--- config.mk ---
export PLATFORM = sky130hd
export DESIGN_NAME = ecc_inject_unit
export DESIGN_NICKNAME = d
export VERILOG_FILES = /design/src/rtl/ecc_inj_pkg.sv /design/src/rtl/ecc_inj_rst_sync.sv /design/src/rtl/ecc_inj_regs.sv /design/src/rtl/ecc_inj_match.sv /design/src/rtl/ecc_inj_flip.sv /design/src/rtl/ecc_inject_unit.sv
export SDC_FILE = /design/constraint.sdc
export NUM_CORES = 1
export LEC_CHECK = 0
export CELL_PAD_IN_SITES_DETAIL_PLACEMENT = 1
export CELL_PAD_IN_SITES_GLOBAL_PLACEMENT = 1
export CORE_ASPECT_RATIO = 0.9
export CORE_MARGIN = 2
export CORE_UTILIZATION = 35
export CTS_CLUSTER_DIAMETER = 120
export DETAILED_ROUTE_END_ITERATION = 12
export PLACE_DENSITY = 0.83
export SYNTH_ARGS = -nofsm -noshare
export SYNTH_HDL_FRONTEND = slang
export SYNTH_SLANG_ARGS = --single-unit
--- constraint.sdc ---
create_clock -name clk -period 2.8 [get_ports clk]
set_clock_uncertainty 0.05 [all_clocks]
set_input_delay 0.56 -clock clk [delete_from_list [all_inputs] [get_ports clk]]
set_output_delay 0.56 -clock clk [all_outputs]
set_load 0.03 [all_outputs]
--- src/rtl/ecc_inj_pkg.sv ---
package ecc_inj_pkg;
  localparam int REG_W  = 32;
  localparam int ADDR_W = 4;
  localparam int NFLD   = 6;

  localparam logic [ADDR_W-1:0] A_DIMM = 4'd0;
  localparam logic [ADDR_W-1:0] A_RANK = 4'd1;
  localparam logic [ADDR_W-1:0] A_CHAN = 4'd2;
  localparam logic [ADDR_W-1:0] A_BANK = 4'd3;
  localparam logic [ADDR_W-1:0] A_PAGE = 4'd4;
  localparam logic [ADDR_W-1:0] A_COL  = 4'd5;
  localparam logic [ADDR_W-1:0] A_MASK = 4'd6;
  localparam logic [ADDR_W-1:0] A_SECT = 4'd7;
  localparam logic [ADDR_W-1:0] A_TYPE = 4'd8;
  localparam logic [ADDR_W-1:0] A_ARM  = 4'd9;

  // injection type bit positions
  localparam int TY_REPEAT = 0;
  localparam int TY_ECC    = 1;
  localparam int TY_PAR    = 2;

  // wildcard vector index per field
  localparam int F_DIMM = 0;
  localparam int F_RANK = 1;
  localparam int F_CHAN = 2;
  localparam int F_BANK = 3;
  localparam int F_PAGE = 4;
  localparam int F_COL  = 5;
endpackage

--- src/rtl/ecc_inj_rst_sync.sv ---
module ecc_inj_rst_sync (
  input  logic clk,
  input  logic rst_n,
  output logic rst_n_sync
);
  logic [1:0] sync_q;

  always_ff @(posedge clk or negedge rst_n) begin
    if (!rst_n) sync_q <= 2'b00;
    else        sync_q <= {sync_q[0], 1'b1};
  end

  assign rst_n_sync = sync_q[1];
endmodule

--- src/rtl/ecc_inj_regs.sv ---
module ecc_inj_regs
  import ecc_inj_pkg::*;
#(
  parameter int DIMM_W = 2,
  parameter int RANK_W = 2,
  parameter int CHAN_W = 2,
  parameter int BANK_W = 3,
  parameter int PAGE_W = 16,
  parameter int COL_W  = 10,
  parameter int ECC_W  = 8
) (
  input  logic              clk,
  input  logic              rst_n,
  input  logic              we,
  input  logic [ADDR_W-1:0] addr,
  input  logic [REG_W-1:0]  wdata,
  output logic [REG_W-1:0]  rdata,
  input  logic              inj_hit,
  output logic [NFLD-1:0]   wild,
  output logic [DIMM_W-1:0] m_dimm,
  output logic [RANK_W-1:0] m_rank,
  output logic [CHAN_W-1:0] m_chan,
  output logic [BANK_W-1:0] m_bank,
  output logic [PAGE_W-1:0] m_page,
  output logic [COL_W-1:0]  m_col,
  output logic [ECC_W-1:0]  mask,
  output logic [1:0]        sect,
  output logic [2:0]        itype,
  output logic              armed
);
  localparam int WB = REG_W - 1;

  logic [NFLD-1:0]   wild_q, wild_d;
  logic [DIMM_W-1:0] dimm_q, dimm_d;
  logic [RANK_W-1:0] rank_q, rank_d;
  logic [CHAN_W-1:0] chan_q, chan_d;
  logic [BANK_W-1:0] bank_q, bank_d;
  logic [PAGE_W-1:0] page_q, page_d;
  logic [COL_W-1:0]  col_q,  col_d;
  logic [ECC_W-1:0]  mask_q, mask_d;
  logic [1:0]        sect_q, sect_d;
  logic [2:0]        type_q, type_d;
  logic              arm_q,  arm_d;

  always_comb begin
    wild_d = wild_q;
    dimm_d = dimm_q;
    rank_d = rank_q;
    chan_d = chan_q;
    bank_d = bank_q;
    page_d = page_q;
    col_d  = col_q;
    mask_d = mask_q;
    sect_d = sect_q;
    type_d = type_q;
    arm_d  = arm_q;
    // one-shot disarm; a register write in the same cycle takes priority
    if (inj_hit && !type_q[TY_REPEAT]) arm_d = 1'b0;
    if (we) begin
      case (addr)
        A_DIMM: begin wild_d[F_DIMM] = wdata[WB]; dimm_d = wdata[DIMM_W-1:0]; end
        A_RANK: begin wild_d[F_RANK] = wdata[WB]; rank_d = wdata[RANK_W-1:0]; end
        A_CHAN: begin wild_d[F_CHAN] = wdata[WB]; chan_d = wdata[CHAN_W-1:0]; end
        A_BANK: begin wild_d[F_BANK] = wdata[WB]; bank_d = wdata[BANK_W-1:0]; end
        A_PAGE: begin wild_d[F_PAGE] = wdata[WB]; page_d = wdata[PAGE_W-1:0]; end
        A_COL:  begin wild_d[F_COL]  = wdata[WB]; col_d  = wdata[COL_W-1:0];  end
        A_MASK: mask_d = wdata[ECC_W-1:0];
        A_SECT: sect_d = wdata[1:0];
        A_TYPE: type_d = wdata[2:0];
        A_ARM:  arm_d  = |wdata;
        default: ;
      endcase
    end
  end

  always_ff @(posedge clk or negedge rst_n) begin
    if (!rst_n) begin
      wild_q <= '1;
      dimm_q <= '0;
      rank_q <= '0;
      chan_q <= '0;
      bank_q <= '0;
      page_q <= '0;
      col_q  <= '0;
      mask_q <= '0;
      sect_q <= '0;
      type_q <= '0;
      arm_q  <= 1'b0;
    end else begin
      wild_q <= wild_d;
      dimm_q <= dimm_d;
      rank_q <= rank_d;
      chan_q <= chan_d;
      bank_q <= bank_d;
      page_q <= page_d;
      col_q  <= col_d;
      mask_q <= mask_d;
      sect_q <= sect_d;
      type_q <= type_d;
      arm_q  <= arm_d;
    end
  end

  always_comb begin
    rdata = '0;
    case (addr)
      A_DIMM: begin rdata[WB] = wild_q[F_DIMM]; rdata[DIMM_W-1:0] = dimm_q; end
      A_RANK: begin rdata[WB] = wild_q[F_RANK]; rdata[RANK_W-1:0] = rank_q; end
      A_CHAN: begin rdata[WB] = wild_q[F_CHAN]; rdata[CHAN_W-1:0] = chan_q; end
      A_BANK: begin rdata[WB] = wild_q[F_BANK]; rdata[BANK_W-1:0] = bank_q; end
      A_PAGE: begin rdata[WB] = wild_q[F_PAGE]; rdata[PAGE_W-1:0] = page_q; end
      A_COL:  begin rdata[WB] = wild_q[F_COL];  rdata[COL_W-1:0]  = col_q;  end
      A_MASK: rdata[ECC_W-1:0] = mask_q;
      A_SECT: rdata[1:0] = sect_q;
      A_TYPE: rdata[2:0] = type_q;
      A_ARM:  rdata[0] = arm_q;
      default: ;
    endcase
  end

  assign wild   = wild_q;
  assign m_dimm = dimm_q;
  assign m_rank = rank_q;
  assign m_chan = chan_q;
  assign m_bank = bank_q;
  assign m_page = page_q;
  assign m_col  = col_q;
  assign mask   = mask_q;
  assign sect   = sect_q;
  assign itype  = type_q;
  assign armed  = arm_q;
endmodule

--- src/rtl/ecc_inj_match.sv ---
module ecc_inj_fld #(
  parameter int W = 2
) (
  input  logic         any,
  input  logic [W-1:0] want,
  input  logic [W-1:0] got,
  output logic         hit
);
  assign hit = any | (want == got);
endmodule

module ecc_inj_match
  import ecc_inj_pkg::*;
#(
  parameter int DIMM_W = 2,
  parameter int RANK_W = 2,
  parameter int CHAN_W = 2,
  parameter int BANK_W = 3,
  parameter int PAGE_W = 16,
  parameter int COL_W  = 10
) (
  input  logic [NFLD-1:0]   wild,
  input  logic [DIMM_W-1:0] m_dimm,
  input  logic [RANK_W-1:0] m_rank,
  input  logic [CHAN_W-1:0] m_chan,
  input  logic [BANK_W-1:0] m_bank,
  input  logic [PAGE_W-1:0] m_page,
  input  logic [COL_W-1:0]  m_col,
  input  logic [DIMM_W-1:0] a_dimm,
  input  logic [RANK_W-1:0] a_rank,
  input  logic [CHAN_W-1:0] a_chan,
  input  logic [BANK_W-1:0] a_bank,
  input  logic [PAGE_W-1:0] a_page,
  input  logic [COL_W-1:0]  a_col,
  output logic              match
);
  logic [NFLD-1:0] fhit;

  ecc_inj_fld #(.W(DIMM_W)) u_dimm (.any(wild[F_DIMM]), .want(m_dimm), .got(a_dimm), .hit(fhit[F_DIMM]));
  ecc_inj_fld #(.W(RANK_W)) u_rank (.any(wild[F_RANK]), .want(m_rank), .got(a_rank), .hit(fhit[F_RANK]));
  ecc_inj_fld #(.W(CHAN_W)) u_chan (.any(wild[F_CHAN]), .want(m_chan), .got(a_chan), .hit(fhit[F_CHAN]));
  ecc_inj_fld #(.W(BANK_W)) u_bank (.any(wild[F_BANK]), .want(m_bank), .got(a_bank), .hit(fhit[F_BANK]));
  ecc_inj_fld #(.W(PAGE_W)) u_page (.any(wild[F_PAGE]), .want(m_page), .got(a_page), .hit(fhit[F_PAGE]));
  ecc_inj_fld #(.W(COL_W))  u_col  (.any(wild[F_COL]),  .want(m_col),  .got(a_col),  .hit(fhit[F_COL]));

  assign match = &fhit;
endmodule

--- src/rtl/ecc_inj_flip.sv ---
module ecc_inj_flip
  import ecc_inj_pkg::*;
#(
  parameter int ECC_W = 8
) (
  input  logic [ECC_W-1:0]       mask,
  input  logic [1:0]             sect,
  input  logic [2:0]             itype,
  output logic [2*(ECC_W+1)-1:0] flip,
  output logic                   effective
);
  localparam int HALF_W = ECC_W + 1;

  for (genvar h = 0; h < 2; h++) begin : g_half
    assign flip[h*HALF_W +: ECC_W] = (sect[h] && itype[TY_ECC]) ? mask : '0;
    assign flip[h*HALF_W + ECC_W]  = sect[h] && itype[TY_PAR];
  end

  assign effective = (|sect) && (itype[TY_ECC] || itype[TY_PAR]);
endmodule

--- src/rtl/ecc_inject_unit.sv ---
module ecc_inject_unit
  import ecc_inj_pkg::*;
#(
  parameter int DIMM_W = 2,
  parameter int RANK_W = 2,
  parameter int CHAN_W = 2,
  parameter int BANK_W = 3,
  parameter int PAGE_W = 16,
  parameter int COL_W  = 10,
  parameter int ECC_W  = 8
) (
  input  logic                     clk,
  input  logic                     rst_n,
  input  logic                     reg_we,
  input  logic [3:0]               reg_addr,
  input  logic [31:0]              reg_wdata,
  output logic [31:0]              reg_rdata,
  input  logic                     acc_valid,
  input  logic                     acc_write,
  input  logic [DIMM_W-1:0]        acc_dimm,
  input  logic [RANK_W-1:0]        acc_rank,
  input  logic [CHAN_W-1:0]        acc_chan,
  input  logic [BANK_W-1:0]        acc_bank,
  input  logic [PAGE_W-1:0]        acc_page,
  input  logic [COL_W-1:0]         acc_col,
  input  logic [2*(ECC_W+1)-1:0]   chk_in,
  output logic [2*(ECC_W+1)-1:0]   chk_out,
  output logic                     inj_flag
);
  localparam int CHK_W = 2 * (ECC_W + 1);

  logic              rst_n_s;
  logic [NFLD-1:0]   wild;
  logic [DIMM_W-1:0] m_dimm;
  logic [RANK_W-1:0] m_rank;
  logic [CHAN_W-1:0] m_chan;
  logic [BANK_W-1:0] m_bank;
  logic [PAGE_W-1:0] m_page;
  logic [COL_W-1:0]  m_col;
  logic [ECC_W-1:0]  mask;
  logic [1:0]        sect;
  logic [2:0]        itype;
  logic              armed;
  logic              addr_match;
  logic              effective;
  logic [CHK_W-1:0]  flip;
  logic              hit;
  logic [CHK_W-1:0]  chk_q, chk_d;
  logic              flag_q, flag_d;

  ecc_inj_rst_sync u_rst (.clk(clk), .rst_n(rst_n), .rst_n_sync(rst_n_s));

  ecc_inj_regs #(
    .DIMM_W(DIMM_W), .RANK_W(RANK_W), .CHAN_W(CHAN_W), .BANK_W(BANK_W),
    .PAGE_W(PAGE_W), .COL_W(COL_W), .ECC_W(ECC_W)
  ) u_regs (
    .clk(clk), .rst_n(rst_n_s), .we(reg_we), .addr(reg_addr), .wdata(reg_wdata),
    .rdata(reg_rdata), .inj_hit(hit), .wild(wild), .m_dimm(m_dimm), .m_rank(m_rank),
    .m_chan(m_chan), .m_bank(m_bank), .m_page(m_page), .m_col(m_col), .mask(mask),
    .sect(sect), .itype(itype), .armed(armed)
  );

  ecc_inj_match #(
    .DIMM_W(DIMM_W), .RANK_W(RANK_W), .CHAN_W(CHAN_W), .BANK_W(BANK_W),
    .PAGE_W(PAGE_W), .COL_W(COL_W)
  ) u_match (
    .wild(wild), .m_dimm(m_dimm), .m_rank(m_rank), .m_chan(m_chan), .m_bank(m_bank),
    .m_page(m_page), .m_col(m_col), .a_dimm(acc_dimm), .a_rank(acc_rank),
    .a_chan(acc_chan), .a_bank(acc_bank), .a_page(acc_page), .a_col(acc_col),
    .match(addr_match)
  );

  ecc_inj_flip #(.ECC_W(ECC_W)) u_flip (
    .mask(mask), .sect(sect), .itype(itype), .flip(flip), .effective(effective)
  );

  assign hit = armed && acc_valid && acc_write && addr_match && effective;

  always_comb begin
    chk_d  = chk_q;
    flag_d = hit;
    if (acc_valid) chk_d = chk_in ^ (hit ? flip : '0);
  end

  always_ff @(posedge clk or negedge rst_n_s) begin
    if (!rst_n_s) begin
      chk_q  <= '0;
      flag_q <= 1'b0;
    end else begin
      chk_q  <= chk_d;
      flag_q <= flag_d;
    end
  end

  assign chk_out  = chk_q;
  assign inj_flag = flag_q;
endmodule

==> flow_summary_export.csv <==
group,metric,value,unit
synth,post_synth_mux_area_share,15.82,%
layout,area_growth,44.04,%
layout,drive_gt1_share,21.00,%
layout,register_area,1913,sq um
synth,synth_sequential_area_ratio,44.95,%
grt,grt_antenna_before_repair,0,
critical_path,largest_incremental_delay_on_the_critical_path,0.57,ns
synth,synth_compound_gate_area_share,11.31,%
synth,synthArstFlopShare,100.0,%
synth,synthesis.yosys.warnings,0,
critical_path,worstSetupPathType,"in -> out",
worst_hold_path,hold_class,"reg -> reg",
detailed_routing,drt_wl_total,13930,um
clock_network,cts_hold_buf,0,
synth,synth_cell_type_count,39,
floorplan,die_w,120.1,um
detailed_routing,vias,3789,
layout,utilization,51.27,%
synth,synth_top_family_by_area,"multiplexers",
grt,grt.total_usage,22.55,%
timing,worst_slew_pin_slew,0.9827,ns
synth,synth_fa_ha_area_share,0,%
timing,slew_viols_final,0,
detailed_routing,drc,0,
clock_network,cts_sinks,76,
critical_path,critical_path.endpoint_type,"primary output",
clock_network,tritoncts.num_buffers,9,
floorplan,coreArea,11930,sq um
detailed_routing,avgRoutedWirePerCell,19.30,um
grt,grt_start_max_net_pins,75,
detailed_routing,drt-pass1-iter-count,4,
synth,syn-instance-count,416,
detailed_routing,drt_iter0_drc,142,
place,globalplace.congestion,0.8700,
clock_network,tritoncts,"done",
synth,synth_xor_area_share,7.216,%
power_and_ir_drop,power.density,610.6,nW/um^2
place,port_buffers,129,
synth,yosys.area.top_type_share,41.24,%
synth,synth-seq-cells,76,
detailed_routing,vias_per_cell,5.248,
synth,synth-edff-count,0,
floorplan,initial_utilization,35.59,%
clock_network,path_clk_slew,0.06,ns
synth,syn-cell-area,4248,sq um
place,dp_hpwl,10730,um
timing,timing.slew.headroom,34.48,%
job,max_cap_viol_count,0,
detailed_routing,routed_antenna_nets,0,
synth,synthTopCellsByArea,"sky130_fd_sc_hd__dfrtp_1 (41%), sky130_fd_sc_hd__mux2_2 (11%), sky130_fd_sc_hd__xor2_1 (4.9%)",
timing,post_route_clock_period_utilization,97.56,%
critical_path,timing.critical_path.required,2.19,ns
floorplan,die_h,108.5,um
clock_network,clkLatencyLatePin,0.34,ns
grt,via_count_of_the_first_global_routing_pass,4134,
layout,post_layout_nonfiller_instances,722,
power_and_ir_drop,leakagePower,2.543,nW
outcome,run_status,"finished clean",
floorplan,num_io_pins,145,
timing,max_freq,366.1,MHz
floorplan,core.rowCount,38,
clock_network,longest_clk_path_bufs,2,
timing,rsz_0062_raised_after_global_routing,"false",
power_and_ir_drop,power.ir.vdd_worst,0.3150,mV
timing,finalHoldViolCount,0,
synth,synth_flop_cell,"sky130_fd_sc_hd__dfrtp_1",
synth,synth-simple-area-share,14.26,%
critical_path,crit_chain,"clkdlybuf4s50_1 -> buf_6 -> buf_4 -> nand2b_1 -> o22ai_1 -> buf_4",
critical_path,timing.critical_path.fanout_max,11,
timing,post-route-min-period,2.732,ns
critical_path,critical_path.slowest_cell,"sky130_fd_sc_hd__clkdlybuf4s50_1",
place,place.detailed.instances,706,
critical_path,cpMostUsedCell,"sky130_fd_sc_hd__buf_4",
timing,report.final.setup_viol,0,
critical_path,cp_data_arrival_time,2.12,ns
clock_network,h-tree-depth,3,
grt,globalRouteOverflowTotal,0,
critical_path,cp.buffers_inverters,4,
layout,multiInputGateArea,2158,sq um
synth,average_cell_area_after_synthesis,10.21,sq um
layout,fillCellCount,1313,
synth,netlist.top_cell.by_area,"sky130_fd_sc_hd__dfrtp_1",
grt,grt_first_pass_wirelength,22380,um
critical_path,critical-path-top-delay-family,"buffers and inverters",
layout,finalNetCount,651,
clock_network,clk_root_buffer_cell,"sky130_fd_sc_hd__clkbuf_16",
critical_path,startpoint_type,"input port",
floorplan,dieArea,13040,sq um
layout,antenna-diode-count,0,
==> state kept, by name (all words and copies together) (netlist names) <==
name	count
chk_out	18
u_regs.m_page	16
u_regs.m_col	10
u_regs.mask	8
u_regs.wild	6
u_regs.itype	3
u_regs.m_bank	3
u_regs.m_chan	2
u_regs.m_dimm	2
u_regs.m_rank	2
u_regs.sect	2
u_rst.sync_q	2
inj_flag	1
u_regs.armed	1
==> timing repair <==
action | in CTS | in global routing
setup buffers | 0 | 0
pin swaps | 0 | 1
setup endpoints to repair | 8 | 25
gates resized for setup | 3 | 8
==> worst register-to-register path, stage by stage, from the launching register on <==
cell and delay [ns]:
sky130_fd_sc_hd__dfrtp_1 0.44, sky130_fd_sc_hd__o22a_1 0.16, sky130_fd_sc_hd__nand4_1 0.12, sky130_fd_sc_hd__nor4_2 0.38, sky130_fd_sc_hd__buf_4 0.18, sky130_fd_sc_hd__nand4_1 0.09
sky130_fd_sc_hd__buf_6 0.19, sky130_fd_sc_hd__or4_1 0.50, sky130_fd_sc_hd__a31oi_1 0.20
==> worst paths after layout <==
| check | from | end | slack, ns | cells after the start |
|---|---|---|---|---|
| setup / recovery | reg_addr[2] | reg_rdata[2] | 0.07 | 6 |
| hold / removal | u_rst.sync_q[0]$_DFF_PN0_ | u_rst.sync_q[1]$_DFF_PN0_ | 0.31 | 0 |
| setup reg to reg | u_regs.sect[1]$_DFFE_PN0P_ | chk_out[9]$_DFFE_PN0P_ | 0.40 | 8 |
| hold reg to reg | u_rst.sync_q[0]$_DFF_PN0_ | u_rst.sync_q[1]$_DFF_PN0_ | 0.31 | 0 |
| max in group asynchronous | u_rst.sync_q[1]$_DFF_PN0_ | chk_out[8]$_DFFE_PN0P_ | 1.62 | 0 |
| min in group asynchronous | rst_n | u_rst.sync_q[1]$_DFF_PN0_ | 0.33 | 1 |
==> layout by cell type (no fill, tap or decap), types with 12 or more instances in the layout <==
cell type / synthesis / routed
sky130_fd_sc_hd__a31oi_1: 19 / 19
sky130_fd_sc_hd__buf_4: 15 / 42
sky130_fd_sc_hd__clkdlybuf4s50_1: 0 / 110
sky130_fd_sc_hd__conb_1: 2 / 16
sky130_fd_sc_hd__dfrtp_1: 70 / 69
sky130_fd_sc_hd__inv_1: 12 / 12
sky130_fd_sc_hd__mux2_2: 42 / 42
sky130_fd_sc_hd__mux2i_1: 12 / 12
sky130_fd_sc_hd__nand2_1: 19 / 19
sky130_fd_sc_hd__nor2_1: 38 / 38
sky130_fd_sc_hd__o21ai_0: 13 / 12
sky130_fd_sc_hd__o31ai_1: 18 / 18
sky130_fd_sc_hd__or4_1: 18 / 18
sky130_fd_sc_hd__xor2_1: 24 / 24
==> per-layer routing <==
metal	share of wire, %	GRT usage, %
met5	0	0
met1	43	27.82
met4	2.9	8.992
met2	49	38.43
met3	4.6	5.116
==> where the power goes <==
group,internal (W),total (W),switching (W)
Sequential,0.00133,0.00155,0.000220
Combinational,0.000498,0.000994,0.000495
Clock,0.000740,0.00120,0.000456
Total,0.00256,0.00374,0.00117
==> layout make-up <==
type                    instances  share of cell area (%)
multi-input cells             300                   35.28
well taps                     160                   3.272
clock buffers                  13                   4.254
flip-flops and latches         76                   31.27
inverters                      12                  0.7362
clock inverters                 3                  0.7362
repair buffers                158                   24.46
==> cell usage after synthesis (3+ instances only) <==
cell type                  instances
sky130_fd_sc_hd__dfrtp_1          70
sky130_fd_sc_hd__mux2_2           42
sky130_fd_sc_hd__nor2_1           38
sky130_fd_sc_hd__xor2_1           24
sky130_fd_sc_hd__a31oi_1          19
sky130_fd_sc_hd__nand2_1          19
sky130_fd_sc_hd__o31ai_1          18
sky130_fd_sc_hd__or4_1            18
sky130_fd_sc_hd__clkbuf_1         17
sky130_fd_sc_hd__buf_4            15
sky130_fd_sc_hd__nor4_1           15
sky130_fd_sc_hd__o21ai_0          13
sky130_fd_sc_hd__inv_1            12
sky130_fd_sc_hd__mux2i_1          12
sky130_fd_sc_hd__xnor2_1          11
sky130_fd_sc_hd__a21oi_1          10
sky130_fd_sc_hd__and3_1            8
sky130_fd_sc_hd__nor2b_1           7
sky130_fd_sc_hd__dfstp_2           6
sky130_fd_sc_hd__buf_2             5
sky130_fd_sc_hd__buf_1             4
sky130_fd_sc_hd__nand3_1           4
sky130_fd_sc_hd__nand4_1           4
sky130_fd_sc_hd__mux2_1            3
==> metrics by stage <==
step | setup slack (ns) | total power, W | instance area (sq um) | TNS [ns] | hold WS (ns)
after floorplan | 0.09985 | 0.002085 | 4300 | 0 | 0.2144
after global placement | -0.1874 | 0.002482 | 5774 | -3.245 | 0.2892
after detailed placement | -0.3330 | 0.002539 | 5774 | -5.297 | 0.2978
after CTS | 0.001863 | 0.003741 | 6077 | 0 | 0.3180
after global routing | 0.005484 | 0.003919 | 6118 | 0 | 0.3265
final | 0.06843 | 0.003736 | 6118 | 0 | 0.3106
==> logic make-up after synthesis <==
family          after synthesis
compound gates               73
xor+xnor                     35
buf+inv                      54
flops                        76
mux                          59
other cells                   2
simple gates                117
Power figures use the tool's default switching activity.
